### config.mk
export PLATFORM = sky130hd
export DESIGN_NAME = mclk_seq
export DESIGN_NICKNAME = d
export VERILOG_FILES = /design/src/rtl/mclk_seq_pkg.sv /design/src/rtl/mclk_ctl_reg.sv /design/src/rtl/mclk_us_timer.sv /design/src/rtl/mclk_seq.sv
export SDC_FILE = /design/constraint.sdc
export NUM_CORES = 1
export LEC_CHECK = 0
export BUFFER_PORTS_ARGS = -buffer_cell sky130_fd_sc_hd__buf_2
export CAP_MARGIN = 40
export CELL_PAD_IN_SITES_DETAIL_PLACEMENT = 0
export CELL_PAD_IN_SITES_GLOBAL_PLACEMENT = 1
export CORE_MARGIN = 4
export CORE_UTILIZATION = 42
export CTS_CLUSTER_SIZE = 14
export DETAILED_ROUTE_END_ITERATION = 7
export GPL_TIMING_DRIVEN = 0
export PLACE_DENSITY_LB_ADDON = 0.1
export SLEW_MARGIN = 20
export SYNTH_ARGS = -nofsm -noshare
export SYNTH_HDL_FRONTEND = slang
export SYNTH_SLANG_ARGS = --single-unit
### constraint.sdc
create_clock -name clk -period 4.1 [get_ports clk]
set_clock_uncertainty 0.1 [all_clocks]
set_input_delay 0.41 -clock clk [delete_from_list [all_inputs] [get_ports clk]]
set_output_delay 0.41 -clock clk [all_outputs]
set_load 0.005 [all_outputs]
### src/rtl/mclk_seq_pkg.sv
package mclk_seq_pkg;
    typedef enum logic [1:0] {S_IDLE, S_APPLY, S_POLL, S_DONE} seq_state_t;

    localparam int MODE_LSB = 0;
    localparam int STAT_LSB = 16;

    localparam logic [1:0] ST_FUNC   = 2'b00;
    localparam logic [1:0] ST_IFIDLE = 2'b10;
    localparam logic [1:0] ST_OFF    = 2'b11;
    localparam logic [1:0] MODE_OFF  = 2'b00;
endpackage

### src/rtl/mclk_ctl_reg.sv
module mclk_ctl_reg
    import mclk_seq_pkg::*;
#(
    parameter int DW = 32
) (
    input  logic          clk,
    input  logic          rst_n,
    input  logic          sw_we,
    input  logic [DW-1:0] sw_wdata,
    input  logic          seq_we,
    input  logic [1:0]    seq_mode,
    input  logic [1:0]    mod_status,
    output logic [DW-1:0] rdata
);
    localparam logic [DW-1:0] STAT_MASK = DW'(3) << STAT_LSB;

    logic [DW-1:0] store_q;

    always_ff @(posedge clk or negedge rst_n) begin
        if (!rst_n) begin
            store_q <= '0;
        end else if (seq_we) begin
            store_q[MODE_LSB +: 2] <= seq_mode;
        end else if (sw_we) begin
            store_q <= sw_wdata & ~STAT_MASK;
        end
    end

    always_comb begin
        rdata = store_q;
        rdata[STAT_LSB +: 2] = mod_status;
    end


    seq_keeps_bits_chk: assert property (@(posedge clk) disable iff (!rst_n)
        seq_we |=> (store_q[DW-1:2] == $past(store_q[DW-1:2])));


    sw_write_chk: assert property (@(posedge clk) disable iff (!rst_n)
        (sw_we && !seq_we) |=> (rdata[1:0] == $past(sw_wdata[1:0])));
endmodule

### src/rtl/mclk_us_timer.sv
module mclk_us_timer #(
    parameter int MAX_US = 5000,
    localparam int CW = $clog2(MAX_US + 1)
) (
    input  logic          clk,
    input  logic          rst_n,
    input  logic          clear,
    input  logic          run,
    input  logic          tick,
    input  logic [CW-1:0] limit,
    output logic          expired
);
    logic [CW-1:0] cnt_q;

    always_ff @(posedge clk or negedge rst_n) begin
        if (!rst_n) begin
            cnt_q <= '0;
        end else if (clear) begin
            cnt_q <= '0;
        end else if (run && tick && (cnt_q != CW'(MAX_US))) begin
            cnt_q <= cnt_q + 1'b1;
        end
    end

    assign expired = (cnt_q >= limit);


    clear_restart_chk: assert property (@(posedge clk) disable iff (!rst_n)
        (clear && (limit != '0)) |=> !expired);
endmodule

### src/rtl/mclk_seq.sv
module mclk_seq
    import mclk_seq_pkg::*;
#(
    parameter int DW           = 32,
    parameter int EN_LIMIT_US  = 2000,
    parameter int DIS_LIMIT_US = 5000
) (
    input  logic          clk,
    input  logic          rst_n,
    input  logic          req_valid,
    input  logic          req_on,
    input  logic [1:0]    cfg_mode,
    input  logic          skip_wait,
    input  logic [1:0]    mod_status,
    input  logic          tick_us,
    input  logic          reg_we,
    input  logic [DW-1:0] reg_wdata,
    output logic [DW-1:0] reg_rdata,
    output logic [1:0]    mode_out,
    output logic          enabled,
    output logic          busy,
    output logic          done,
    output logic          err,
    output logic          tmo_warn
);
    localparam int MAX_US = (EN_LIMIT_US > DIS_LIMIT_US) ? EN_LIMIT_US : DIS_LIMIT_US;
    localparam int CW     = $clog2(MAX_US + 1);

    seq_state_t state_q, state_nx;
    logic       dir_q, skip_q, err_q, warn_q;
    logic       err_nx, warn_nx;
    logic [1:0] enc_q;
    logic       seq_we, tmr_clear, tmr_run, tmr_exp, hit;
    logic [1:0] seq_mode;
    logic [CW-1:0] lim;

    assign hit = dir_q ? ((mod_status == ST_FUNC) || (mod_status == ST_IFIDLE))
                       : (mod_status == ST_OFF);
    assign lim = dir_q ? CW'(EN_LIMIT_US) : CW'(DIS_LIMIT_US);

    always_ff @(posedge clk or negedge rst_n) begin
        if (!rst_n) begin
            state_q <= S_IDLE;
            dir_q   <= 1'b0;
            skip_q  <= 1'b0;
            enc_q   <= 2'b00;
            err_q   <= 1'b0;
            warn_q  <= 1'b0;
        end else begin
            state_q <= state_nx;
            err_q   <= err_nx;
            warn_q  <= warn_nx;
            if (state_q == S_IDLE && req_valid) begin
                dir_q  <= req_on;
                skip_q <= skip_wait;
                enc_q  <= cfg_mode;
            end
        end
    end

    always_comb begin
        state_nx  = state_q;
        err_nx    = err_q;
        warn_nx   = warn_q;
        seq_we    = 1'b0;
        seq_mode  = dir_q ? enc_q : MODE_OFF;
        tmr_clear = 1'b0;
        tmr_run   = 1'b0;
        unique case (state_q)
            S_IDLE: begin
                err_nx  = 1'b0;
                warn_nx = 1'b0;
                if (req_valid) begin
                    state_nx = (cfg_mode == MODE_OFF) ? S_DONE : S_APPLY;
                end
            end
            S_APPLY: begin
                seq_we    = 1'b1;
                tmr_clear = 1'b1;
                state_nx  = skip_q ? S_DONE : S_POLL;
            end
            S_POLL: begin
                tmr_run = 1'b1;
                if (hit) begin
                    state_nx = S_DONE;
                end else if (tmr_exp) begin
                    state_nx = S_DONE;
                    err_nx   = dir_q;
                    warn_nx  = !dir_q;
                end
            end
            S_DONE: begin
                state_nx = S_IDLE;
            end
            default: state_nx = S_IDLE;
        endcase
    end

    assign busy     = (state_q != S_IDLE);
    assign done     = (state_q == S_DONE);
    assign err      = done && err_q;
    assign tmo_warn = done && warn_q;
    assign mode_out = reg_rdata[MODE_LSB +: 2];
    assign enabled  = |(mode_out & cfg_mode);

    mclk_ctl_reg #(.DW(DW)) u_reg (
        .clk        (clk),
        .rst_n      (rst_n),
        .sw_we      (reg_we),
        .sw_wdata   (reg_wdata),
        .seq_we     (seq_we),
        .seq_mode   (seq_mode),
        .mod_status (mod_status),
        .rdata      (reg_rdata)
    );

    mclk_us_timer #(.MAX_US(MAX_US)) u_tmr (
        .clk     (clk),
        .rst_n   (rst_n),
        .clear   (tmr_clear),
        .run     (tmr_run),
        .tick    (tick_us),
        .limit   (lim),
        .expired (tmr_exp)
    );


    done_pulse_chk: assert property (@(posedge clk) disable iff (!rst_n)
        done |=> !done);


    dis_no_err_chk: assert property (@(posedge clk) disable iff (!rst_n)
        (done && !dir_q) |-> !err);


    noop_chk: assert property (@(posedge clk) disable iff (!rst_n)
        (state_q == S_IDLE && req_valid && cfg_mode == MODE_OFF && !reg_we)
        |=> (done && $stable(mode_out)));


    expiry_chk: assert property (@(posedge clk) disable iff (!rst_n)
        (state_q == S_POLL && tmr_exp && !hit) |=> (done && (err == dir_q)));


    refuse_chk: assert property (@(posedge clk) disable iff (!rst_n)
        (busy && !done && req_valid) |=> busy);
endmodule

### Word-level counts from Yosys, hierarchy flattened

Cells that the tools add are included.

* output and inout port bits: 39
* input bits: 43
* word-level logic and storage cells: 62
* flip-flop bits (word level): 51

* multiplexer cells: 21
* $add $sub $neg: 1
* $lt $le $gt $ge: 1
* equality and inequality tests: 10
* reductions and logical operators: 18
* bitwise gates (word level): 2

Operators with widths (count)
* $mux W13: 3
* $mux W2: 7
* $add A13 B1 Y13 const B: 1
* $ge A13 B13 Y1: 1
* $ne A13 B13 Y1 const B: 1
* $eq A2 B2 Y1 const B: 4
* $mux W1: 8
* $pmux W2 S4: 1
* $reduce_bool A2 Y1: 4
* $logic_not A2 Y1: 3
* $ne A2 B2 Y1 const B: 3
* $logic_and A1 B1 Y1: 5
* $pmux W1 S2: 2
* $reduce_and A2 Y1: 2
* $ne A3 B3 Y1 const B: 1
* $reduce_and A3 Y1: 1
* $and A2 B2 Y2: 1
* $eq A2 B1 Y1 const B: 1
* $reduce_or A2 Y1: 1
* $logic_not A1 Y1: 1
* $logic_or A1 B1 Y1: 1
* $not A1 Y1: 1

### Logic depth before layout (Yosys ltp)

* depth after elaboration: 6
* depth in mapped cells: 7
* mapped depth without buffers: 7

### Cells and area by module

From an unflattened synthesis, not the netlist that was laid out.

* cell total of the unflattened synthesis: 245
* area, all modules: 2819.0 um^2

Modules (own cells, without submodules)
* mclk_ctl_reg: sequential area each 750.7 um^2, area an instance 1258.7 um^2, cells an instance 70, instances 1
* mclk_us_timer: sequential area each 325.3 um^2, area an instance 1051.0 um^2, cells an instance 126, instances 1
* mclk_seq: sequential area each 200.2 um^2, area an instance 509.2 um^2, cells an instance 49, instances 1

### Worst setup path after synthesis

No wires, ideal clock.

* path kind: register to register
* start: register dir_q
* end: register state_q[1]
* period minus slack after synthesis: 1.942 ns
* buffers on the path: 0
* setup time: 0.124 ns
* arrival time: 1.718 ns
* path slack: 2.158 ns
* cell stages (with the launch flop): 8
* data required time: 3.876 ns
* cell sequence: dfrtp_1 inv_1 ha_1 and2b_2 o2111ai_1 o211a_1 a2bb2oi_1 a211o_2

* word-level cells in the longest chain between the ends: 4
* elaborated cells on any way between the ends: 7
* classes of those cells: order compare: 1; eq/ne: 1; mux: 4; reduce/logical: 1

Ends and longest elaborated chain
* from (decl): line mclk_seq.sv:30 `logic dir_q, skip_q, err_q, warn_q;`
* from (signal assigned): line mclk_seq.sv:54 `dir_q <= req_on;`
* $mux W13: line mclk_seq.sv:39 `assign lim = dir_q ? CW'(EN_LIMIT_US) : CW'(DIS_LIMIT_US);`
* $ge A13 B13 Y1: line mclk_us_timer.sv:25 `assign expired = (cnt_q >= limit);`
* $ne A3 B3 Y1 (no source line)
* $reduce_and A2 Y1 (no source line)
* to (signal assigned): line mclk_seq.sv:50 `state_q <= state_nx;`
* to (decl): line mclk_seq.sv:29 `seq_state_t state_q, state_nx;`

Several ways; a longest one is shown, not always the timed one.
A chain may end at the register's enable or synchronous reset.

### Worst setup path after layout

Ends and elaborated chain as after synthesis.

==> results.cfg <==
[setup_path]
crit_buf_inv = 1
worstSetupStartpointType = register
r2r_cells = 7
cp-endpoint = state_q[1]$_DFFE_PN0P_
r2r-start = dir_q$_DFFE_PN0P_
crit_start = dir_q$_DFFE_PN0P_
arrival_ns = 2.23
r2r-end = state_q[1]$_DFFE_PN0P_
end_kind = register
slowest_delay_ns = 0.47
crit_family = compound AO/OA/AOI/OAI gates
ff2ff_setup_slack_ns = 1.95
worstSetupPathType = reg2reg
worstSetupPathDepth = 7
slowest_stage = dfrtp_1
cp_max_fo = 7
path_cells = inv_1 -> ha_1 -> and2b_2 -> o2111ai_1 -> o211a_1 -> a2bb2oi_1 -> a211o_2
crit_required_ns = 4.18

[clocking]
clkLatencyLatePin_ns = 0.29
cts_resized = 0
clkTransAtPathRegs_ns = 0.08
cts_buffers = 5
post_cts_buffers = 0
ctsHtreeMaxLevel = 2
cts-root-buf = clkbuf_8
cts_hold_buf = 0
cts_buffer_depth = 2
cts_tree = built
clock_sinks = 51

[routing]
drtAntennaViolNets = 0
drt_iter0_drc = 72
vias = 1751
drt_pre_antenna_iters = 4
avgViaCountPerCell = 4.89
drc = 0
routed_wl_mm = 4.79
routedWlPerCell_um = 13.4

[synthesis]
synthTopCellsByCount = dfrtp_1, mux2_2, nor2_1, ha_1, nand2_1
yosysTopAreaCellShare = 0.523
yosysWarnings = 0
synthCells = 200
synth_flop_cell = dfrtp_1
synth_area_um2 = 2440
seq_area_frac_synth = 0.523
synth_top_cell_by_area = dfrtp_1
yosysMostFrequentCell = dfrtp_1
async_reset_ff_frac = 1.00
syn-num-nets = 254
synth_edf_count = 0
synth_seq_cells = 51
ys_types = 42
syn_avg_cell_area_um2 = 12.2
synthTopCellsByArea = dfrtp_1, mux2_2, ha_1

[sta]
post-route-min-period_ns = 2.15
grt_setup_unrepaired = no
min_period_over_period = 0.524
fin_setup_tns_ns = 0
relSlewSlack = 0.580
tightest_slew_ns = 0.629
drv_slew = 0
setup_viol = 0
fmax_ghz = 0.465
finalHoldViolCount = 0

[placement]
place_inst = 351
numPortBuffers = 79
place_congestion = 0.767
hpwl_mm = 3.73

[pwr]
powerDensity_nw_per_um2 = 604
ir_drop_v = 0.000328
p_leak_uw = 0.00150

[floorplanning]
dieArea_um2 = 7090
num_rows = 27
io_pins = 82
start_util = 0.437
die_width_um = 84.2
core_region_area_um2 = 5570
die_h_um = 84.2

[status]
status = finished, final reports clean

[grt]
grtUsageTotal = 0.147
grt_pass1_wl_mm = 8.60
grt_max_degree = 52
first_global_vias = 1873
grt-ovfl-total = 0
antenna_found_initial = 0

[cells_and_area]
synthToLayoutAreaGrowth_pct = 24.4
layout.cells.non_filler = 358
fin_nets = 340
drive_above_1_share = 0.472
diodes = 0
fill_cells = 496

[flow_run]
cap_violations = 0

[min_path]
min_path_type = in2async
-- final cells by class --
type / instances / area, µm² / area share
Multi-Input combinational cell: 133 / 1080 / 0.357
Inverter: 7 / 26.3 / 0.00866
Buffer: 9 / 53.8 / 0.0177
Timing Repair Buffer: 79 / 398 / 0.131
Tap cell: 72 / 90.1 / 0.0297
Clock inverter: 2 / 37.5 / 0.0124
Clock buffer: 5 / 68.8 / 0.0227
Sequential cell: 51 / 1280 / 0.421
-- per-stage QoR --
step	cell area (µm²)	hold WS, ns	power, µW	utilization	setup slack (ns)
after floorplan	2440	0.0144	1230	-	2.16
after global placement	2920	0.385	1510	0.525	1.96
after detailed placement	2930	0.382	1530	0.525	1.93
after CTS	3030	0.0584	1880	0.544	1.92
after global routing	3030	0.0844	2000	0.544	1.77
final	3030	0.0279	1830	0.544	1.95
-- power breakdown --
group	switching (µW)	internal, µW
registers	110	681
logic	313	393
clock network	156	178
total	579	1250
-- placed cells by master (no fill, tap or decap), drive strengths merged, types with 3 or more instances in the layout --
cell and count:
a21oi 3, inv 7, nand2 10, ha 11, xor2 7, and3 6, mux2i 4, nand3 6
buf 87, o21ai 7, dfrtp 51, clkbuf 6, nor2 12, nand4 4, and2 4, or3 3
mux2 32
-- sequential cells by signal, summed over array words and instances, names as in the netlist --
name and flops:
err_q 1, skip_q 1, state_q 2, dir_q 1, u_reg.store_q 30, enc_q 2, u_tmr.cnt_q 13, warn_q 1
-- kinds of logic after synthesis --
| group | Yosys count | synth area share |
|---|---|---|
| buffers and inverters | 16 | 0.0328 |
| adders and majority gates | 11 | 0.0564 |
| xor gates and xnor gates | 9 | 0.0323 |
| AOI/OAI and AO/OA | 21 | 0.0616 |
| and+or+nand+nor | 56 | 0.129 |
| DFF | 51 | 0.523 |
| muxes | 36 | 0.164 |
-- worst min-delay path by stage --
stage,end,slack [ns],start
after floorplan,dir_q$_DFFE_PN0P_,0.01,rst_n
after global routing,u_tmr.cnt_q[1]$_DFFE_PN0P_,0.08,rst_n
after CTS,u_reg.store_q[7]$_DFFE_PN0P_,0.06,rst_n
after detailed placement,u_tmr.cnt_q[0]$_DFFE_PN0P_,0.38,rst_n
final,u_tmr.cnt_q[1]$_DFFE_PN0P_,0.03,rst_n
after global placement,u_reg.store_q[8]$_DFFE_PN0P_,0.39,u_reg.store_q[8]$_DFFE_PN0P_
-- per-layer routing --
metal / share of wire / GRT usage / vias to the layer above
li1: - / - / 874
met1: 0.46 / 0.199 / 826
met2: 0.48 / 0.241 / 46
met3: 0.052 / 0.0334 / 5
met4: 0.0071 / 0.0351 / 0
met5: 0 / 0 / -
Power figures use the tool's default switching activity.
